**config.mk**
```make
export PLATFORM = sky130hd
export DESIGN_NAME = burst_seq
export DESIGN_NICKNAME = d
export VERILOG_FILES = /design/src/rtl/burst_seq_pkg.sv /design/src/rtl/burst_seq_cmd.sv /design/src/rtl/burst_seq_order.sv /design/src/rtl/burst_seq.sv
export SDC_FILE = /design/constraint.sdc
export NUM_CORES = 1
export LEC_CHECK = 0
export ABC_AREA = 1
export BUFFER_PORTS_ARGS = -buffer_cell sky130_fd_sc_hd__buf_2
export CAP_MARGIN = 10
export CORE_MARGIN = 5
export CORE_UTILIZATION = 45
export DETAILED_ROUTE_END_ITERATION = 6
export PLACE_DENSITY = 0.78
export SYNTH_ARGS = -nofsm -noshare
export SYNTH_HDL_FRONTEND = slang
export SYNTH_HIERARCHICAL = 1
export SYNTH_SLANG_ARGS = --single-unit
```
**constraint.sdc**
```tcl
create_clock -name clk -period 2.2 [get_ports clk]
set_clock_uncertainty 0.1 [all_clocks]
set_input_delay 0.44 -clock clk [delete_from_list [all_inputs] [get_ports clk]]
set_output_delay 0.44 -clock clk [all_outputs]
set_load 0.02 [all_outputs]
```
**src/rtl/burst_seq_pkg.sv**
```systemverilog
package burst_seq_pkg;

    typedef enum logic {
        ORD_LINEAR     = 1'b0,
        ORD_INTERLEAVE = 1'b1
    } order_e;

    typedef enum logic [1:0] {
        CMD_IDLE = 2'd0,
        CMD_LOAD = 2'd1,
        CMD_STEP = 2'd2
    } cmd_e;

endpackage

```
**src/rtl/burst_seq_cmd.sv**
```systemverilog
module burst_seq_cmd
    import burst_seq_pkg::*;
(
    input  logic clk_hold,
    input  logic advance,
    output cmd_e cmd
);
    // A stalled edge decodes to idle whatever advance says.
    always_comb begin
        if (clk_hold)     cmd = CMD_IDLE;
        else if (advance) cmd = CMD_STEP;
        else              cmd = CMD_LOAD;
    end
endmodule

```
**src/rtl/burst_seq_order.sv**
```systemverilog
module burst_seq_order
    import burst_seq_pkg::*;
#(
    parameter int BEAT_W = 2
) (
    input  order_e            order,
    input  logic [BEAT_W-1:0] base,
    input  logic [BEAT_W-1:0] beat,
    output logic [BEAT_W-1:0] lane
);
    logic [BEAT_W-1:0] lin_lane;
    logic [BEAT_W-1:0] ilv_lane;

    // The sum is truncated to BEAT_W bits, so the count wraps.
    assign lin_lane = base + beat;

    genvar gi;
    generate
        for (gi = 0; gi < BEAT_W; gi++) begin : g_xor
            assign ilv_lane[gi] = base[gi] ^ beat[gi];
        end
    endgenerate

    always_comb begin
        case (order)
            ORD_INTERLEAVE: lane = ilv_lane;
            default:        lane = lin_lane;
        endcase
    end
endmodule

```
**src/rtl/burst_seq.sv**
```systemverilog
module burst_seq
    import burst_seq_pkg::*;
#(
    parameter int ADDR_W = 16,
    parameter int BEAT_W = 2
) (
    input  logic              clk,
    input  logic              rst_n,
    input  logic              clk_hold,
    input  logic              advance,
    input  logic              interleave,
    input  logic [ADDR_W-1:0] start_addr,
    input  logic              wr_req,
    output logic [ADDR_W-1:0] cur_addr,
    output logic              burst_wr
);
    localparam int UPPER_W = ADDR_W - BEAT_W;
    localparam logic [BEAT_W-1:0] BEAT_ONE = {{(BEAT_W-1){1'b0}}, 1'b1};

    typedef struct packed {
        logic [ADDR_W-1:0] addr;
        logic [BEAT_W-1:0] base;
        logic [BEAT_W-1:0] beat;
        order_e            order;
        logic              wr;
    } state_t;

    state_t            st_d, st_q;
    cmd_e              cmd;
    logic [BEAT_W-1:0] beat_inc;
    logic [BEAT_W-1:0] lane_nxt;
    logic [UPPER_W-1:0] upper_q;
    order_e            ord_q;

    burst_seq_cmd i_cmd (
        .clk_hold (clk_hold),
        .advance  (advance),
        .cmd      (cmd)
    );

    assign beat_inc = st_q.beat + BEAT_ONE;
    assign upper_q  = st_q.addr[ADDR_W-1:BEAT_W];
    assign ord_q    = st_q.order;

    burst_seq_order #(.BEAT_W(BEAT_W)) i_order (
        .order (st_q.order),
        .base  (st_q.base),
        .beat  (beat_inc),
        .lane  (lane_nxt)
    );

    always_comb begin
        st_d = st_q;
        case (cmd)
            CMD_LOAD: begin
                st_d.addr  = start_addr;
                st_d.base  = start_addr[BEAT_W-1:0];
                st_d.beat  = '0;
                st_d.order = order_e'(interleave);
                st_d.wr    = wr_req;
            end
            CMD_STEP: begin
                st_d.beat = beat_inc;
                st_d.addr = {upper_q, lane_nxt};
            end
            default: ;
        endcase
    end

    always_ff @(posedge clk or negedge rst_n) begin
        if (!rst_n) st_q <= '0;
        else        st_q <= st_d;
    end

    assign cur_addr = st_q.addr;
    assign burst_wr = st_q.wr;
endmodule

```
# Yosys cells after proc, flatten, opt, wreduce, memory -nomap -nowiden
# Cells that the tools add are included.
# totals
wordCells	20
out_inout_bits	17
inputBits	22
reg_bits	22
# op_classes
n_eq_ne	2
n_bitwise	3
add_sub_neg	2
n_reduce_logical	2
n_mux	5
# ops
cell	n
$pmux 16 s2	1
$mux 2	3
$pmux 2 s2	1
$add 2x1->2 const B	1
$add 2x2->2	1
$eq 2x1->1 const B	1
$eq 2x2->1 const B	1
$reduce_and 2->1	1
$reduce_bool 2->1	1
$xor 1x1->1	2
$not 1->1	1

# Longest topological paths before layout
# Gate-level depths: netlist (run 1).
# depth
ltp_word	5
mapped_depth	12
depth_no_buf	12

# Hierarchy
# The synthesis (run 1) kept the hierarchy.
# by_module_without_submodules
mod	area_each_um2	cells_per_inst	instances
burst_seq	1184.9	126	1
burst_seq_order	67.6	15	1
burst_seq_cmd	13.8	3	1

# Worst setup path before layout (run 1)
# OpenSTA, ideal clock, no wires.
# synth_timing
path_kind	in2reg
from	input port clk_hold
to	register st_q (netlist bit cur_addr[15])
path_stages	7
t_arrival_ps	1254
setup_slack_ps	770
setup_time_ps	76
t_required_ps	2024
cell_sequence	nor2_1 inv_1 ha_1 inv_2 buf_8 nand3_1 o21ai_1
# synth_via
elab_chain_len	4
elab_cells_between_ends	5
classes_between	eq/ne (2); mux (1); bitwise (1); reduce/logical (1)
# synth_lines
element	line_no	text
from (decl)	burst_seq.sv:9	input logic clk_hold,
$mux 2 *	burst_seq_cmd.sv:10	if (clk_hold) cmd = CMD_IDLE;
$eq 2x2->1	burst_seq.sv:54	case (cmd)
$not 1->1 (no source line)	--	
$reduce_and 2->1 (no source line) *	--	
to (signal assigned)	burst_seq.sv:72	else st_q <= st_d;
to (decl)	burst_seq.sv:28	state_t st_d, st_q;
# Mark *: on every way between the ends. The rest lies on a longest branch, timed or not.
# A chain may end at the register's enable or synchronous reset.

# Final worst setup path (run 1)
# layout_timing
from	input port clk_hold
to	register st_q[2] (netlist name)
# layout_via
elab_chain_len	3
elab_cells_between_ends	5
classes_between	eq/ne (2); mux (2); reduce/logical (1)
# layout_lines
element	line_no	text
$mux 2 *	burst_seq_cmd.sv:10	
named net cmd[0]	burst_seq.sv:29	cmd_e cmd;
$eq 2x2->1 or $eq 2x1->1 (tied branches)	burst_seq.sv:54	
$pmux 2 s2 or $reduce_bool 2->1 (tied branches)	--	
# Mark *: on every way through the listed nets, which the timed path passes. The rest lies on a longest branch.

==> flow_summary.rst, run 1 <==
.. list-table::
   :header-rows: 1

   * - Metric
     - Value
   * - Antenna-violating nets left
     - 0
   * - Relative slew slack
     - 68.24%
   * - Global route hottest layer
     - met2
   * - Met1 layer usage reported by global route
     - 15.07%
   * - Number of flip-flops and latches in the synthesized netlist
     - 22
   * - Critical-path top delay cell
     - sky130_fd_sc_hd__inv_2
   * - Post-route cell area
     - 1358 um2
   * - M3 GR Usage
     - 3.058%
   * - Leakage power total
     - 0.7480 nW
   * - Number of port buffers
     - 38
   * - CP required
     - 2.29 ns
   * - Unrepaired setup endpoints after global routing
     - no
   * - DRC violation count after routing
     - 0
   * - Via count of the first global-routing pass
     - 877
   * - Largest net degree at the start of global routing
     - 29
   * - Wire length of the first global-routing pass
     - 3767 um
   * - Finished Core Util
     - 49.66%
   * - Number of iterations in the first detailed-routing pass
     - 4
   * - Critical Path AT
     - 1.53 ns
   * - Number of warnings issued by yosys
     - 6
   * - Final-layout worst hold slack
     - 0.2422 ns
   * - Total buffers and inverters traversed by the critical path
     - 3
   * - Number of antenna violations at the first check in global routing
     - 0
   * - Final Hold Viols
     - 0
   * - Crit path top cell by count
     - sky130_fd_sc_hd__nor2_1
   * - Area of the core
     - 2734 um2
   * - Hold Startpoint
     - wr_req
   * - P&R area growth vs syn
     - 7.213%
   * - Number of gates resized after cts
     - 0
   * - Time the final worst path needs with I/O delays and setup
     - 1.442 ns
   * - Starting utilization of the core area
     - 46.32%
   * - Clock tree from TritonCTS
     - built
   * - Synthesized netlist cell count
     - 144
   * - Die X
     - 63.05 um
   * - Portion of the post-synthesis area used by sequential elements
     - 43.48%
   * - Number of buffers inserted during clock tree synthesis
     - 3
   * - Number of nets in the finished design
     - 195
   * - Global routing usage summed across all routing layers
     - 11.44%
   * - Crit-path cells
     - buf_2 -> nor2_1 -> inv_1 -> ha_1 -> inv_2 -> nor2_1 -> nand2_1 -> o21ai_0
   * - Startpoint of the worst setup timing path
     - clk_hold
   * - Most frequent cells in the layout
     - sky130_fd_sc_hd__buf_2, sky130_fd_sc_hd__inv_1, sky130_fd_sc_hd__dfrtp_1
   * - Biggest cell delay along the critical path
     - 0.26 ns
   * - Run status
     - finished, final reports clean
   * - Met2 layer usage reported by global route
     - 18.33%
   * - Number of violations of the max-capacitance limit
     - 0
   * - Most common library cell in the layout ignoring fill and taps
     - sky130_fd_sc_hd__buf_2
   * - Endpoint kind of the worst setup timing path
     - register
   * - Peak clock frequency supported by timing
     - 0.6936 GHz
   * - Gr ovfl total
     - 0
   * - Number of distinct library cells after synthesis
     - 18
   * - Post-Route Setup TNS
     - 0 ns
   * - Skew-Pair Late Insertion Delay
     - 0.29 ns
   * - Startpoint kind of the worst setup timing path
     - primary input
   * - Count of clock tree sinks
     - 22
   * - Power density relative to cell area
     - 721.2 nW/um2
   * - # IOs
     - 39
   * - Maximum buffer depth of the clock tree
     - 2
   * - Total Wirelength
     - 2085 um
   * - Count of pins over their slew limit
     - 0
   * - Routability-driven placement congestion ratio
     - 0.7491
   * - Fill cells
     - 270
   * - Starting DRT DRC Count
     - 49
   * - Vias after detailed routing
     - 900
   * - Maximum vdd ir drop
     - 0.0004050 V
   * - Startpoint of the worst register-to-register path
     - st_q[2]
   * - Ratio of routed vias to standard cells
     - 4.545
   * - WL/cell
     - 10.53 um
   * - Fraction of final layout cells with drive strength greater than 1
     - 35.93%
   * - Die Y-Extent
     - 63.05 um
   * - Setup violation total in the final timing report
     - 0
   * - Crit Path Category
     - in -> reg
   * - Clk Tree Root Cell
     - sky130_fd_sc_hd__clkbuf_4
   * - Final period utilization
     - 65.54%
   * - Site row count
     - 19
   * - Antenna diode count
     - 0
   * - Maximum fanout count along the critical path
     - 17
   * - HPWL reported at the end of detailed placement
     - 1627 um
   * - Area of placed instances
     - 1325 um2
   * - Top cell family by delay on the critical path
     - buffers and inverters
   * - Mean cell area of the mapped netlist
     - 8.793 um2
   * - H-Tree Depth
     - 1
   * - Path category of the worst min-delay check
     - in -> reg
   * - Worst-path clk slew
     - 0.11 ns
   * - DIE AREA
     - 3975 um2
   * - Worst-margin pin slew
     - 0.4763 ns
   * - Synth Net Count
     - 170
   * - Post-synthesis instance area
     - 1266 um2
-- cells in the mapped netlist --
cell	instances	area share (%)
sky130_fd_sc_hd__buf_12	1	1.6
sky130_fd_sc_hd__dfrtp_1	22	43
sky130_fd_sc_hd__nand3_2	6	4.7
sky130_fd_sc_hd__buf_4	16	9.5
sky130_fd_sc_hd__buf_8	1	1.2
sky130_fd_sc_hd__o21ai_2	10	6.9
sky130_fd_sc_hd__and2_1	1	0.49
sky130_fd_sc_hd__o21ai_1	4	1.6
sky130_fd_sc_hd__buf_6	2	1.8
sky130_fd_sc_hd__o21ai_0	3	1.2
sky130_fd_sc_hd__inv_2	1	0.30
sky130_fd_sc_hd__ha_1	4	4.0
sky130_fd_sc_hd__nand3_1	13	5.1
sky130_fd_sc_hd__inv_1	31	9.2
sky130_fd_sc_hd__nor2_2	1	0.49
sky130_fd_sc_hd__nand2_1	21	6.2
sky130_fd_sc_hd__a21oi_1	2	0.79
sky130_fd_sc_hd__nor2_1	5	1.5
-- final timing paths --
check                          endpoint  cells after the start  slack (ns)
max reg2reg                 cur_addr[1]                     11        0.81
min reg2reg                 cur_addr[0]                      2        0.40
min in group asynchronous  cur_addr[15]                      2        0.52
max in group asynchronous  cur_addr[14]                      2        1.16
max                             st_q[2]                      8        0.76
min                            burst_wr                      3        0.24
-- cell families (layout without fill, tap and decap cells) --
logic type	count (synthesis)	count (layout)	share of synthesized area, %
buffers and inverters	52	75	23.52
adder cells (fa/ha/maj)	4	4	3.953
flip-flops	22	22	43.48
AO/OA/AOI/OAI	19	19	10.47
AND/OR/NAND/NOR	47	47	18.58
-- layer usage --
metal	vias up	share of wire (%)
met3	0	9.2
met5	-	0
met1	399	45
li1	472	-
met2	29	46
met4	0	0
-- worst reg2reg max path, stage by stage, from the launching register on --
cell	delay (ns)
sky130_fd_sc_hd__dfrtp_1	0.39
sky130_fd_sc_hd__inv_1	0.12
sky130_fd_sc_hd__ha_1	0.18
sky130_fd_sc_hd__inv_1	0.04
sky130_fd_sc_hd__nor2_1	0.09
sky130_fd_sc_hd__nand3_1	0.07
sky130_fd_sc_hd__nand2_1	0.06
sky130_fd_sc_hd__inv_1	0.03
sky130_fd_sc_hd__inv_1	0.04
sky130_fd_sc_hd__nand2_1	0.04
sky130_fd_sc_hd__nand3_1	0.08
sky130_fd_sc_hd__nand2_1	0.05
-- layout make-up --
class                   count  area, um2  share of cell area, %
clock buffers               3      22.52                  1.659
repair buffers             40      207.7                  15.30
inverters                  32      120.1                  8.848
well taps                  31      38.79                  2.857
flip-flops and latches     22      550.5                  40.55
multi-input cells          70      417.9                  30.78
-- sequential cells by signal, summed over array words and instances (netlist names) --
name and cells:
burst_wr 1, st_q 4, cur_addr 16, ord_q 1
-- report_power, final --
| part | total, mW | switching, mW | internal [mW] |
|---|---|---|---|
| combinational | 0.303 | 0.192 | 0.112 |
| clock | 0.176 | 0.112 | 0.0638 |
| sequential | 0.499 | 0.0321 | 0.467 |
-- stage by stage --
stage	std cells	setup slack [ns]	power [mW]
after floorplan	144	0.7701	0.7881
after global placement	194	0.4767	0.8114
after detailed placement	194	0.4323	0.8169
after CTS	198	0.7583	0.9981
after global routing	198	0.6193	1.061
final	198	0.7582	0.9790
-- repair_timing --
| action | in CTS | in global routing |
|---|---|---|
| setup endpoints to repair | 0 | 0 |
| hold endpoints to repair | 14 | 0 |
| hold buffers | 1 | 0 |
| setup buffers | 0 | 0 |
(Power assumes the default switching activity.)
==> inputs of run 2 (changes only) <==
--- a/config.mk
+++ b/config.mk
@@ -11,7 +11,7 @@
 export CORE_MARGIN = 5
 export CORE_UTILIZATION = 45
 export DETAILED_ROUTE_END_ITERATION = 6
-export PLACE_DENSITY = 0.78
+export PLACE_DENSITY = 0.8
 export SYNTH_ARGS = -nofsm -noshare
 export SYNTH_HDL_FRONTEND = slang
 export SYNTH_HIERARCHICAL = 1
==> constraint.sdc (replaced) <==
create_clock -name clk -period 1.15 [get_ports clk]
set_clock_uncertainty 0.1 [all_clocks]
set_input_delay 0.23 -clock clk [delete_from_list [all_inputs] [get_ports clk]]
set_output_delay 0.23 -clock clk [all_outputs]
set_load 0.02 [all_outputs]
==> flow_summary.rst, run 2 (synthesis gave the netlist of run 1 again) <==
.. list-table::
   :header-rows: 1

   * - Metric
     - Value
   * - Run status
     - finished, violations left
   * - Violated checks
     - negative setup slack
   * - Area of the core
     - 2734 um2 (unchanged)
   * - Internal power
     - 1.550 mW (+140%)
   * - H-Tree Depth
     - 1 (unchanged)
   * - Final-layout worst hold slack
     - 0.03521 ns (-0.2070 ns)
   * - Max FFs per register
     - 16 (unchanged)
   * - Leakage power total
     - 0.8823 nW (+18%)
   * - Clock tree from TritonCTS
     - built
   * - Number of buffers inserted during clock tree synthesis
     - 3 (unchanged)
   * - HPWL reported at the end of detailed placement
     - 1662 um (+2.1%)
   * - Most frequent cells in the layout
     - sky130_fd_sc_hd__inv_1, sky130_fd_sc_hd__dfrtp_1, sky130_fd_sc_hd__buf_2
   * - Endpoint kind of the worst setup timing path
     - register
   * - Number of port buffers
     - 38 (unchanged)
   * - Count of pins over their slew limit
     - 0 (unchanged)
   * - Vias after detailed routing
     - 1009 (+12%)
   * - WL/cell
     - 11.36 um (+7.9%)
   * - Maximum vdd ir drop
     - 0.001048 V (+160%)
   * - Wire length of the first global-routing pass
     - 4084 um (+8.4%)
   * - Antenna-violating nets left
     - 0 (unchanged)
   * - Portion of total power attributed to sequential cells
     - 43.0% (-8.0 points)
   * - DIE AREA
     - 3975 um2 (unchanged)
   * - Die Y-Extent
     - 63.05 um (unchanged)
   * - Peak clock frequency supported by timing
     - 0.7132 GHz
   * - Maximum buffer depth of the clock tree
     - 2 (unchanged)
   * - Time the final worst path needs with I/O delays and setup
     - 1.402 ns
   * - Final period utilization
     - 121.9%
   * - Number of antenna violations at the first check in global routing
     - 0 (unchanged)
   * - Smallest setup slack after layout
     - -0.2522 ns (-1.010 ns)
   * - Antenna diode count
     - 0 (unchanged)
   * - Total Wirelength
     - 2465 um (+18%)
   * - Fraction of final layout cells with drive strength greater than 1
     - 52.69% (+17 points)
   * - Number of violations of the max-capacitance limit
     - 0 (unchanged)
   * - Die X
     - 63.05 um (unchanged)
   * - Fill cells
     - 236 (-13%)
   * - Crit Path Category
     - reg -> reg
   * - Non-filler cells in the finished layout
     - 217 (+9.6%)
   * - P&R area growth vs syn
     - 33.89%
   * - Relative slew slack
     - 67.67% (-0.58 points)
   * - Startpoint kind of the worst setup timing path
     - register
   * - Power density relative to cell area
     - 1352 nW/um2 (+88%)
   * - Starting DRT DRC Count
     - 31 (-37%)
   * - # IOs
     - 39 (unchanged)
   * - Unrepaired setup endpoints after global routing
     - yes
   * - Combinational fraction of design power
     - 39.1% (+8.1 points)
   * - Count of clock tree sinks
     - 22 (unchanged)
   * - Most common library cell in the layout ignoring fill and taps
     - sky130_fd_sc_hd__inv_1
   * - Maximum fanout count along the critical path
     - 3 (-14)
   * - Global routing usage summed across all routing layers
     - 12.85% (+1.4 points)
   * - Routability-driven placement congestion ratio
     - 0.7805 (+4.2%)
   * - Number of iterations in the first detailed-routing pass
     - 4 (unchanged)
   * - Critical Path AT
     - 1.51 ns (-0.02 ns)
   * - Worst-margin pin slew
     - 0.4850 ns (+0.008653 ns)
   * - Clk Tree Root Cell
     - sky130_fd_sc_hd__clkbuf_4
   * - Setup violation total in the final timing report
     - 20 (+20)
   * - Site row count
     - 19 (unchanged)
   * - Skew-Pair Late Insertion Delay
     - 0.30 ns (about the same)
   * - Path category of the worst min-delay check
     - in -> reg
   * - Switching power summed over all nets
     - 742.4 uW (+120%)
   * - Ratio of routed vias to standard cells
     - 4.650 (+2.3%)
   * - Worst-path clk slew
     - 0.12 ns (about the same)
   * - CP required
     - 1.25 ns (-1.04 ns)
   * - Final Hold Viols
     - 0 (unchanged)
   * - Switch share
     - 32.38% (-2.0 points)
   * - Gr ovfl total
     - 0 (unchanged)
   * - Dpl cells
     - 202 (+4.1%)
   * - Clock share of power
     - 17.9% (about the same)
   * - Number of nets in the finished design
     - 213 (+9.2%)
   * - DRC violation count after routing
     - 0 (unchanged)
   * - Via count of the first global-routing pass
     - 936 (+6.7%)
   * - Largest net degree at the start of global routing
     - 29 (unchanged)
   * - Starting utilization of the core area
     - 46.32% (unchanged)
-- run 2: changes by cell type in the layout (fill, tap and decap cells not counted), sizes merged --
cell | previous run | this run
buf | 39 | 57
clkbuf | 3 | 4
-- run 2: what timing repair did --
action                                  4_1_cts  5_1_grt
setup buffers                                 5        5
endpoints found under the setup margin       19       21
pin swaps                                     5        6
hold endpoints to repair                     22        0
hold buffers                                  1        0
gates resized for setup                      40        8
cloned                                        0        0
-- run 2: power groups by stage --
stage | clock [mW] | combinational (mW) | sequential, mW
6_report | 0.411 | 0.896 | 0.986
5_1_grt | 0.482 | 0.973 | 1.00
4_1_cts | 0.434 | 0.834 | 0.985
3_5_place_dp | 0 | 0.649 | 0.975
3_3_place_gp | 0 | 0.635 | 0.970
2_1_floorplan | 0 | 0.548 | 0.970
-- run 2: final cells by class --
cell class / instances / area [um2] / share of cell area [%]
clock buffers: 4 / 36.28 / 2.140
multi-input cells: 70 / 473.0 / 27.90
inverters: 32 / 122.6 / 7.232
repair buffers: 58 / 474.2 / 27.97
well taps: 31 / 38.79 / 2.288
flip-flops and latches: 22 / 550.5 / 32.47
-- run 2: path summary, 6_finish.rpt --
| path | depth (start not counted) | endpoint | slack (ns) | from |
|---|---|---|---|---|
| min in group asynchronous | 2 | st_q[3] | 0.31 | rst_n |
| max in group asynchronous | 2 | cur_addr[11] | 0.31 | rst_n |
| worst min register to register | 2 | cur_addr[0] | 0.43 | cur_addr[0] |
| worst max-delay path | 11 | cur_addr[1] | -0.25 | st_q[2] |
| worst max register to register | 11 | cur_addr[1] | -0.25 | st_q[2] |
| worst min-delay path | 3 | ord_q | 0.04 | interleave |
-- run 2: stage by stage --
stage / area, um2 / utilization [%] / setup TNS [ns] / power [mW] / worst slack (ns)
after floorplan: 1284 / - / -0.07048 / 1.518 / -0.07048
after CTS: 1640 / 60.00 / -0.9135 / 2.253 / -0.2211
final: 1695 / 62.01 / -0.6648 / 2.293 / -0.2522
after global placement: 1428 / 52.22 / -3.074 / 1.605 / -0.1932
after detailed placement: 1428 / 52.22 / -3.716 / 1.624 / -0.2094
after global routing: 1695 / 62.01 / -1.946 / 2.458 / -0.3467
-- run 2: critical path, stage by stage (launching register included) --
cell,delay [ns]
sky130_fd_sc_hd__dfrtp_1,0.42
sky130_fd_sc_hd__inv_2,0.11
sky130_fd_sc_hd__ha_4,0.14
sky130_fd_sc_hd__inv_1,0.04
sky130_fd_sc_hd__nor2_1,0.10
sky130_fd_sc_hd__nand3_2,0.08
sky130_fd_sc_hd__nand2_1,0.07
sky130_fd_sc_hd__inv_1,0.05
sky130_fd_sc_hd__inv_2,0.04
sky130_fd_sc_hd__nand2_2,0.04
sky130_fd_sc_hd__nand3_2,0.07
sky130_fd_sc_hd__nand2_1,0.05
-- run 2: routing by layer --
layer,global-route usage (%),part of all wire (%),vias to the layer above
li1,-,-,512
met1,15.03,39,460
met2,22.31,51,33
met3,4.676,8.3,4
met4,2.653,1.5,0
met5,0,0,-
